$ cat config.mk
export PLATFORM = sky130hd
export DESIGN_NAME = sync_master_tx
export DESIGN_NICKNAME = d
export VERILOG_FILES = /design/src/rtl/sm_tx_pkg.sv /design/src/rtl/sm_tx_bitclk.sv /design/src/rtl/sm_tx_holdbuf.sv /design/src/rtl/sm_tx_shifter.sv /design/src/rtl/sync_master_tx.sv
export SDC_FILE = /design/constraint.sdc
export NUM_CORES = 1
export LEC_CHECK = 0
export BUFFER_PORTS_ARGS = -buffer_cell sky130_fd_sc_hd__buf_2
export CAP_MARGIN = 20
export CORE_ASPECT_RATIO = 1.2
export CORE_MARGIN = 4
export CORE_UTILIZATION = 63
export DETAILED_ROUTE_END_ITERATION = 10
export GPL_ROUTABILITY_DRIVEN = 1
export PLACE_DENSITY = 0.86
export SETUP_SLACK_MARGIN = 0.3
export SYNTH_ARGS = -nofsm -noshare
export SYNTH_HDL_FRONTEND = slang
export SYNTH_SLANG_ARGS = --single-unit
$ cat constraint.sdc
create_clock -name clk -period 4.8 [get_ports clk]
set_input_delay 0.24 -clock clk [delete_from_list [all_inputs] [get_ports clk]]
set_output_delay 0.24 -clock clk [all_outputs]
set_load 0.05 [all_outputs]
$ cat src/rtl/sm_tx_pkg.sv
package sm_tx_pkg;

  // index of the final bit in a frame of the given length
  function automatic int unsigned frame_last(input int unsigned data_w, input logic ninth);
    return ninth ? data_w : data_w - 1;
  endfunction

endpackage

$ cat src/rtl/sm_tx_bitclk.sv
module sm_tx_bitclk #(
  parameter int DIV_W = 8
) (
  input  logic             clk,
  input  logic             rst,
  input  logic             run,
  input  logic             restart,
  input  logic [DIV_W-1:0] div,
  output logic             bit_end,
  output logic             sck_hi
);

  localparam int CW = DIV_W + 3;

  logic [CW-1:0] cnt;
  logic [DIV_W:0] dp1;
  logic [CW-1:0] half_cnt;
  logic [CW-1:0] limit;

  assign dp1      = {1'b0, div} + 1'b1;
  assign half_cnt = {1'b0, dp1, 1'b0};
  assign limit    = {dp1, 2'b00} - 1'b1;

  assign bit_end = run && (cnt == limit);

  always_ff @(posedge clk) begin
    if (rst || !run || restart) begin
      cnt    <= '0;
      sck_hi <= 1'b0;
    end else if (cnt == limit) begin
      cnt    <= '0;
      sck_hi <= 1'b0;
    end else begin
      cnt <= cnt + 1'b1;
      if (cnt == half_cnt - 1'b1) sck_hi <= 1'b1;
    end
  end


  sck_low_after_wrap_chk: assert property (@(posedge clk) disable iff (rst)
    (cnt == '0) |-> !sck_hi);

endmodule

$ cat src/rtl/sm_tx_holdbuf.sv
module sm_tx_holdbuf #(
  parameter int DATA_W = 8
) (
  input  logic              clk,
  input  logic              rst,
  input  logic              wr,
  input  logic [DATA_W-1:0] wr_byte,
  input  logic              wr_b9,
  input  logic              take,
  output logic [DATA_W-1:0] hold_byte,
  output logic              hold_b9,
  output logic              full,
  output logic              empty_flag
);

  always_ff @(posedge clk) begin
    if (rst) begin
      hold_byte  <= '0;
      hold_b9    <= 1'b0;
      full       <= 1'b0;
      empty_flag <= 1'b0;
    end else if (wr) begin
      hold_byte  <= wr_byte;
      hold_b9    <= wr_b9;
      full       <= 1'b1;
      empty_flag <= 1'b0;
    end else if (take) begin
      full       <= 1'b0;
      empty_flag <= 1'b1;
    end
  end


  flag_drop_needs_write_chk: assert property (@(posedge clk) disable iff (rst)
    $fell(empty_flag) |-> $past(wr));


  flag_rise_needs_take_chk: assert property (@(posedge clk) disable iff (rst)
    $rose(empty_flag) |-> $past(take));

endmodule

$ cat src/rtl/sm_tx_shifter.sv
module sm_tx_shifter #(
  parameter int DATA_W = 8
) (
  input  logic              clk,
  input  logic              rst,
  input  logic              active,
  input  logic              bit_end,
  input  logic              buf_full,
  input  logic [DATA_W-1:0] buf_byte,
  input  logic              buf_b9,
  input  logic              nine,
  output logic              load,
  output logic              busy,
  output logic              sdat
);

  import sm_tx_pkg::*;

  localparam int IDX_W = $clog2(DATA_W + 1);
  localparam logic [IDX_W-1:0] LAST_SHORT = IDX_W'(frame_last(DATA_W, 1'b0));
  localparam logic [IDX_W-1:0] LAST_LONG  = IDX_W'(frame_last(DATA_W, 1'b1));

  logic [DATA_W:0]  sh;
  logic [IDX_W-1:0] idx;
  logic             nine_q;
  logic             frame_done;

  assign frame_done = busy && bit_end && (idx == (nine_q ? LAST_LONG : LAST_SHORT));
  assign load       = active && buf_full && (!busy || frame_done);

  always_ff @(posedge clk) begin
    if (rst || !active) begin
      sh     <= '0;
      idx    <= '0;
      nine_q <= 1'b0;
      busy   <= 1'b0;
      sdat   <= 1'b0;
    end else if (load) begin
      sh     <= {buf_b9, buf_byte};
      idx    <= '0;
      nine_q <= nine;
      busy   <= 1'b1;
      sdat   <= buf_byte[0];
    end else if (frame_done) begin
      busy <= 1'b0;
      sdat <= 1'b0;
    end else if (busy && bit_end) begin
      sh   <= sh >> 1;
      sdat <= sh[1];
      idx  <= idx + 1'b1;
    end
  end


  idle_line_low_chk: assert property (@(posedge clk) disable iff (rst)
    !busy |-> !sdat);

endmodule

$ cat src/rtl/sync_master_tx.sv
module sync_master_tx #(
  parameter int DATA_W = 8,
  parameter int DIV_W  = 8
) (
  input  logic              clk,
  input  logic              rst,
  input  logic              port_en,
  input  logic              sync_mode,
  input  logic              clk_master,
  input  logic              tx_en,
  input  logic              nine_bit,
  input  logic              irq_en,
  input  logic [DIV_W-1:0]  div,
  input  logic              wr_en,
  input  logic [DATA_W-1:0] wr_byte,
  input  logic              wr_bit9,
  output logic              ser_clk,
  output logic              ser_dat,
  output logic              dat_drive,
  output logic              buf_empty,
  output logic              irq,
  output logic              sr_empty
);

  logic              active;
  logic              take;
  logic              busy;
  logic              bit_end;
  logic              sck_hi;
  logic              full;
  logic [DATA_W-1:0] hold_byte;
  logic              hold_b9;

  assign active = port_en && sync_mode && clk_master && tx_en;

  sm_tx_holdbuf #(.DATA_W(DATA_W)) u_hold (
    .clk(clk), .rst(rst), .wr(wr_en), .wr_byte(wr_byte), .wr_b9(wr_bit9),
    .take(take), .hold_byte(hold_byte), .hold_b9(hold_b9), .full(full),
    .empty_flag(buf_empty)
  );

  sm_tx_bitclk #(.DIV_W(DIV_W)) u_bclk (
    .clk(clk), .rst(rst), .run(busy && active), .restart(take), .div(div),
    .bit_end(bit_end), .sck_hi(sck_hi)
  );

  sm_tx_shifter #(.DATA_W(DATA_W)) u_shift (
    .clk(clk), .rst(rst), .active(active), .bit_end(bit_end), .buf_full(full),
    .buf_byte(hold_byte), .buf_b9(hold_b9), .nine(nine_bit), .load(take),
    .busy(busy), .sdat(ser_dat)
  );

  assign ser_clk   = sck_hi && busy;
  assign sr_empty  = !busy;
  assign dat_drive = busy;
  assign irq       = buf_empty && irq_en;


  no_clock_when_idle_chk: assert property (@(posedge clk) disable iff (rst)
    sr_empty |-> !ser_clk);


  data_steady_while_high_chk: assert property (@(posedge clk) disable iff (rst)
    (ser_clk && !$rose(busy)) |-> $stable(ser_dat));


  abort_to_idle_chk: assert property (@(posedge clk) disable iff (rst)
    !active |=> (sr_empty && !ser_clk && !ser_dat));


  gated_no_transfer_chk: assert property (@(posedge clk) disable iff (rst)
    (!active && !wr_en) |=> !$rose(buf_empty));

endmodule

==> flow_metrics.tcl <==
set metrics [dict create \
    holdPathStages 3 \
    drt-initial-drc-count 142 \
    vias 2188 \
    cts_tree "built" \
    cts_buffers 5 \
    p_per_area_nw_per_um2 232 \
    outcome "finished, final reports clean" \
    path_cells "buf_2 > ha_1 > nand2_2 > or2_4 > a311oi_4 > and4_1 > o211ai_1 > a211o_4 > o21a_1 > o21ai_0 > a21oi_2" \
    critPathArrivalTime_ns 3.17 \
    synth_xor_xnor_area_share 0.148 \
    path_buf_inv 1 \
    path_max_fanout 20 \
    maxSlewViolCount 0 \
    hold_violations 0 \
    grt_usage 0.223 \
    worst_slew_pin_slew_ns 0.583 \
    multiInputGateArea_um2 1620 \
    dpl_cell_area_um2 2660 \
    rows 25 \
    ys_seq_elements 38 \
    grt_antenna_before_repair 0 \
    post_cts_buffers 0 \
    dieArea_um2 5120 \
    die_h_um 77.6 \
    n_antenna_cell 0 \
    fin_nets 358 \
    numPortBuffers 31 \
    crit_family "compound AO/OA/AOI/OAI gates" \
    ant_nets 0 \
    worstPathRequired_ns 4.98 \
    r2r-start "u_bclk.cnt[3]" \
    muxShareOfSynthArea 0.0521 \
    ys_types 52 \
    setup_ws_ns 1.81 \
    relSlewSlack 0.611 \
    hold_path.class "in -> reg" \
    postCtsHoldBufs 0 \
    grt_pass1_vias 2044 \
    io_pins 32 \
    clk_pin_slew_worst_paths_ns 0.07 \
    final-seq-area_um2 761 \
    setup_viol 0 \
    crit_cells 11 \
    maxCapViolations 0 \
    die_w_um 66.0 \
    post-route-drc-count 0 \
    crit_slowest_cell "a311oi_4" \
    setup-tns-final_ns 0 \
    final.setup_skew_ns 0.0118 \
    path_class "in -> reg" \
    rsz0062_at_grt "no" \
    r2r_slack_ns 2.08 \
    synthAdderAreaFrac 0.0197 \
    dp_cells 375 \
    clock_sinks 38 \
    timing.rr.end "u_shift.sh[7]" \
    start_util 0.651 \
    ctsResizeCount 0 \
    critPathLaunchType "input port" \
    end_kind "flop" \
    vdd_drop_max_mv 0.264 \
    via_per_inst 5.71 \
    drive_gt1_frac 0.158 \
    crit_end "u_shift.sh[7]" \
    ys_seq_area_frac 0.299 \
    layout.cells.non_filler 383 \
    routed_wl_um 5240 \
    synthCells 309 \
    num-fill-cells 320 \
    clk_latency_ns 0.30 \
    max_freq_mhz 334 \
    period_share 0.623 \
    synthSimpleGateAreaFrac 0.220 \
    syn_area_um2 2540 \
    wl_per_cell_um 13.7 \
    pre_cts_slack_ns 1.56 \
    clock-root-buffer "clkbuf_8" \
    area_delta_synth_final_pct 8.41 \
    reg2reg_depth 9 \
    syn_nets 339 \
    cp-startpoint "div[0]" \
    h-tree-depth 2 \
    synth-compound-area-share 0.195 \
    synth_warnings 0 \
    final_cell_area_um2 2760 \
    avgSynthCellArea_um2 8.23 \
    slowest_delay_ns 0.41 \
    grt_overflow 0 \
    grt_pass1_wl_um 9070 \
    core-area_um2 3910 \
    dpl.hpwl_um 3940 \
    firstDrtPassIters 4 \
    power_leakage_nw 1.02 \
    gp_congestion 0.850 \
    clockBufferDepth 2 \
    synth_top_family_by_area "simple AND/OR/NAND/NOR gates" \
    fin_crit_ns 2.99 \
    grt_max_degree 21 \
]
==> per-stage QoR <==
stage                     hold slack [ns]   util  total power, mW
after floorplan                     0.387      -            0.397
after detailed placement            0.460  0.681            0.419
after global routing                0.198  0.705            0.666
final                               0.183  0.705            0.640
after global placement              0.461  0.681            0.416
after CTS                           0.176  0.705            0.644
==> where the power goes <==
part           internal, mW  switching (mW)  leakage [nW]
Clock                 0.115           0.112        0.0472
Combinational        0.0377          0.0509         0.664
Sequential            0.320         0.00393         0.308
==> how the worst min path moves through the flow <==
stage / startpoint / to
final: wr_bit9 / u_hold.hold_b9
after global routing: wr_bit9 / u_hold.hold_b9
after CTS: wr_bit9 / u_hold.hold_b9
after detailed placement: u_shift.sh[3] / u_shift.sh[2]
after global placement: u_bclk.cnt[0] / u_bclk.cnt[0]
after floorplan: wr_bit9 / u_hold.hold_b9
==> worst min-delay path, stage by stage <==
cell and delay (ns):
buf_2 0.07, mux2i_1 0.05, nor2_1 0.07
==> synthesized netlist by cell type (all sizes together) <==
master / number / area share
a21oi: 15 / 0.032
nand2: 16 / 0.025
nand3b: 3 / 0.0089
clkbuf: 9 / 0.013
or3: 1 / 0.0025
inv: 17 / 0.025
o211ai: 2 / 0.0059
o21ai: 21 / 0.041
xnor2: 23 / 0.079
o2111ai: 1 / 0.0059
nor2: 35 / 0.052
xor2: 12 / 0.041
a311oi: 3 / 0.017
a21o: 2 / 0.0059
and4: 3 / 0.010
mux2: 2 / 0.0089
nand2b: 3 / 0.0074
nor3b: 2 / 0.0059
xnor3: 2 / 0.018
nor3: 16 / 0.035
o22ai: 1 / 0.0025
or2: 3 / 0.0084
a211o: 2 / 0.010
dfxtp: 38 / 0.30
ha: 4 / 0.020
nand4: 3 / 0.0074
o21a: 4 / 0.012
a211oi: 5 / 0.020
and3: 5 / 0.012
o31a: 7 / 0.024
buf: 10 / 0.028
nand3: 12 / 0.024
nor4: 4 / 0.0098
a41oi: 1 / 0.0034
a31oi: 3 / 0.0074
xor3: 1 / 0.0093
a221oi: 1 / 0.0034
and2: 4 / 0.0098
o32a: 1 / 0.0039
nor2b: 1 / 0.0025
mux2i: 11 / 0.043
==> metal layers <==
metal / routed length [um] / share of wire / track usage
met5: 0 / 0 / 0
met3: 210 / 0.040 / 0.0391
met2: 2690 / 0.51 / 0.389
met1: 2190 / 0.42 / 0.258
met4: 158 / 0.030 / 0.106
==> final cells by class <==
| class | instances | area share |
|---|---|---|
| flip-flops and latches | 38 | 0.276 |
| repair buffers | 31 | 0.0563 |
| multi-input cells | 235 | 0.586 |
| clock buffers | 6 | 0.0299 |
| clock inverters | 2 | 0.00454 |
| well taps | 54 | 0.0245 |
| inverters | 17 | 0.0231 |
==> flip-flops by register name, indices dropped and copies added, names as in the netlist <==
name               flops
u_hold.hold_b9         1
u_hold.full            1
u_shift.nine_q         1
u_shift.sdat           1
u_bclk.sck_hi          1
u_shift.busy           1
u_shift.sh             8
u_hold.empty_flag      1
u_shift.idx            4
u_bclk.cnt            11
u_hold.hold_byte       8
==> kinds of logic after synthesis <==
logic type	count (synthesis)
compound gates	69
xor+xnor	38
fa+ha+maj	4
buf+inv	36
flops	38
mux	13
simple gates	111
==> layout by cell type, fill, tap and decap left out, types with 3 or more instances in the layout <==
master,instances
nand2_1,15
xor2_1,12
and2_1,4
a31oi_1,3
o21ai_0,21
mux2i_1,11
inv_1,17
and3_1,5
nor4_1,4
clkbuf_8,6
o31a_1,7
ha_1,4
o21a_1,4
nor3_1,14
dfxtp_1,38
buf_2,31
nand2b_1,3
xnor2_1,23
nand3b_1,3
nand4_1,3
nor2_1,35
nand3_1,12
a211oi_1,4
and4_1,3
a21oi_1,13
(Power assumes the default switching activity.)
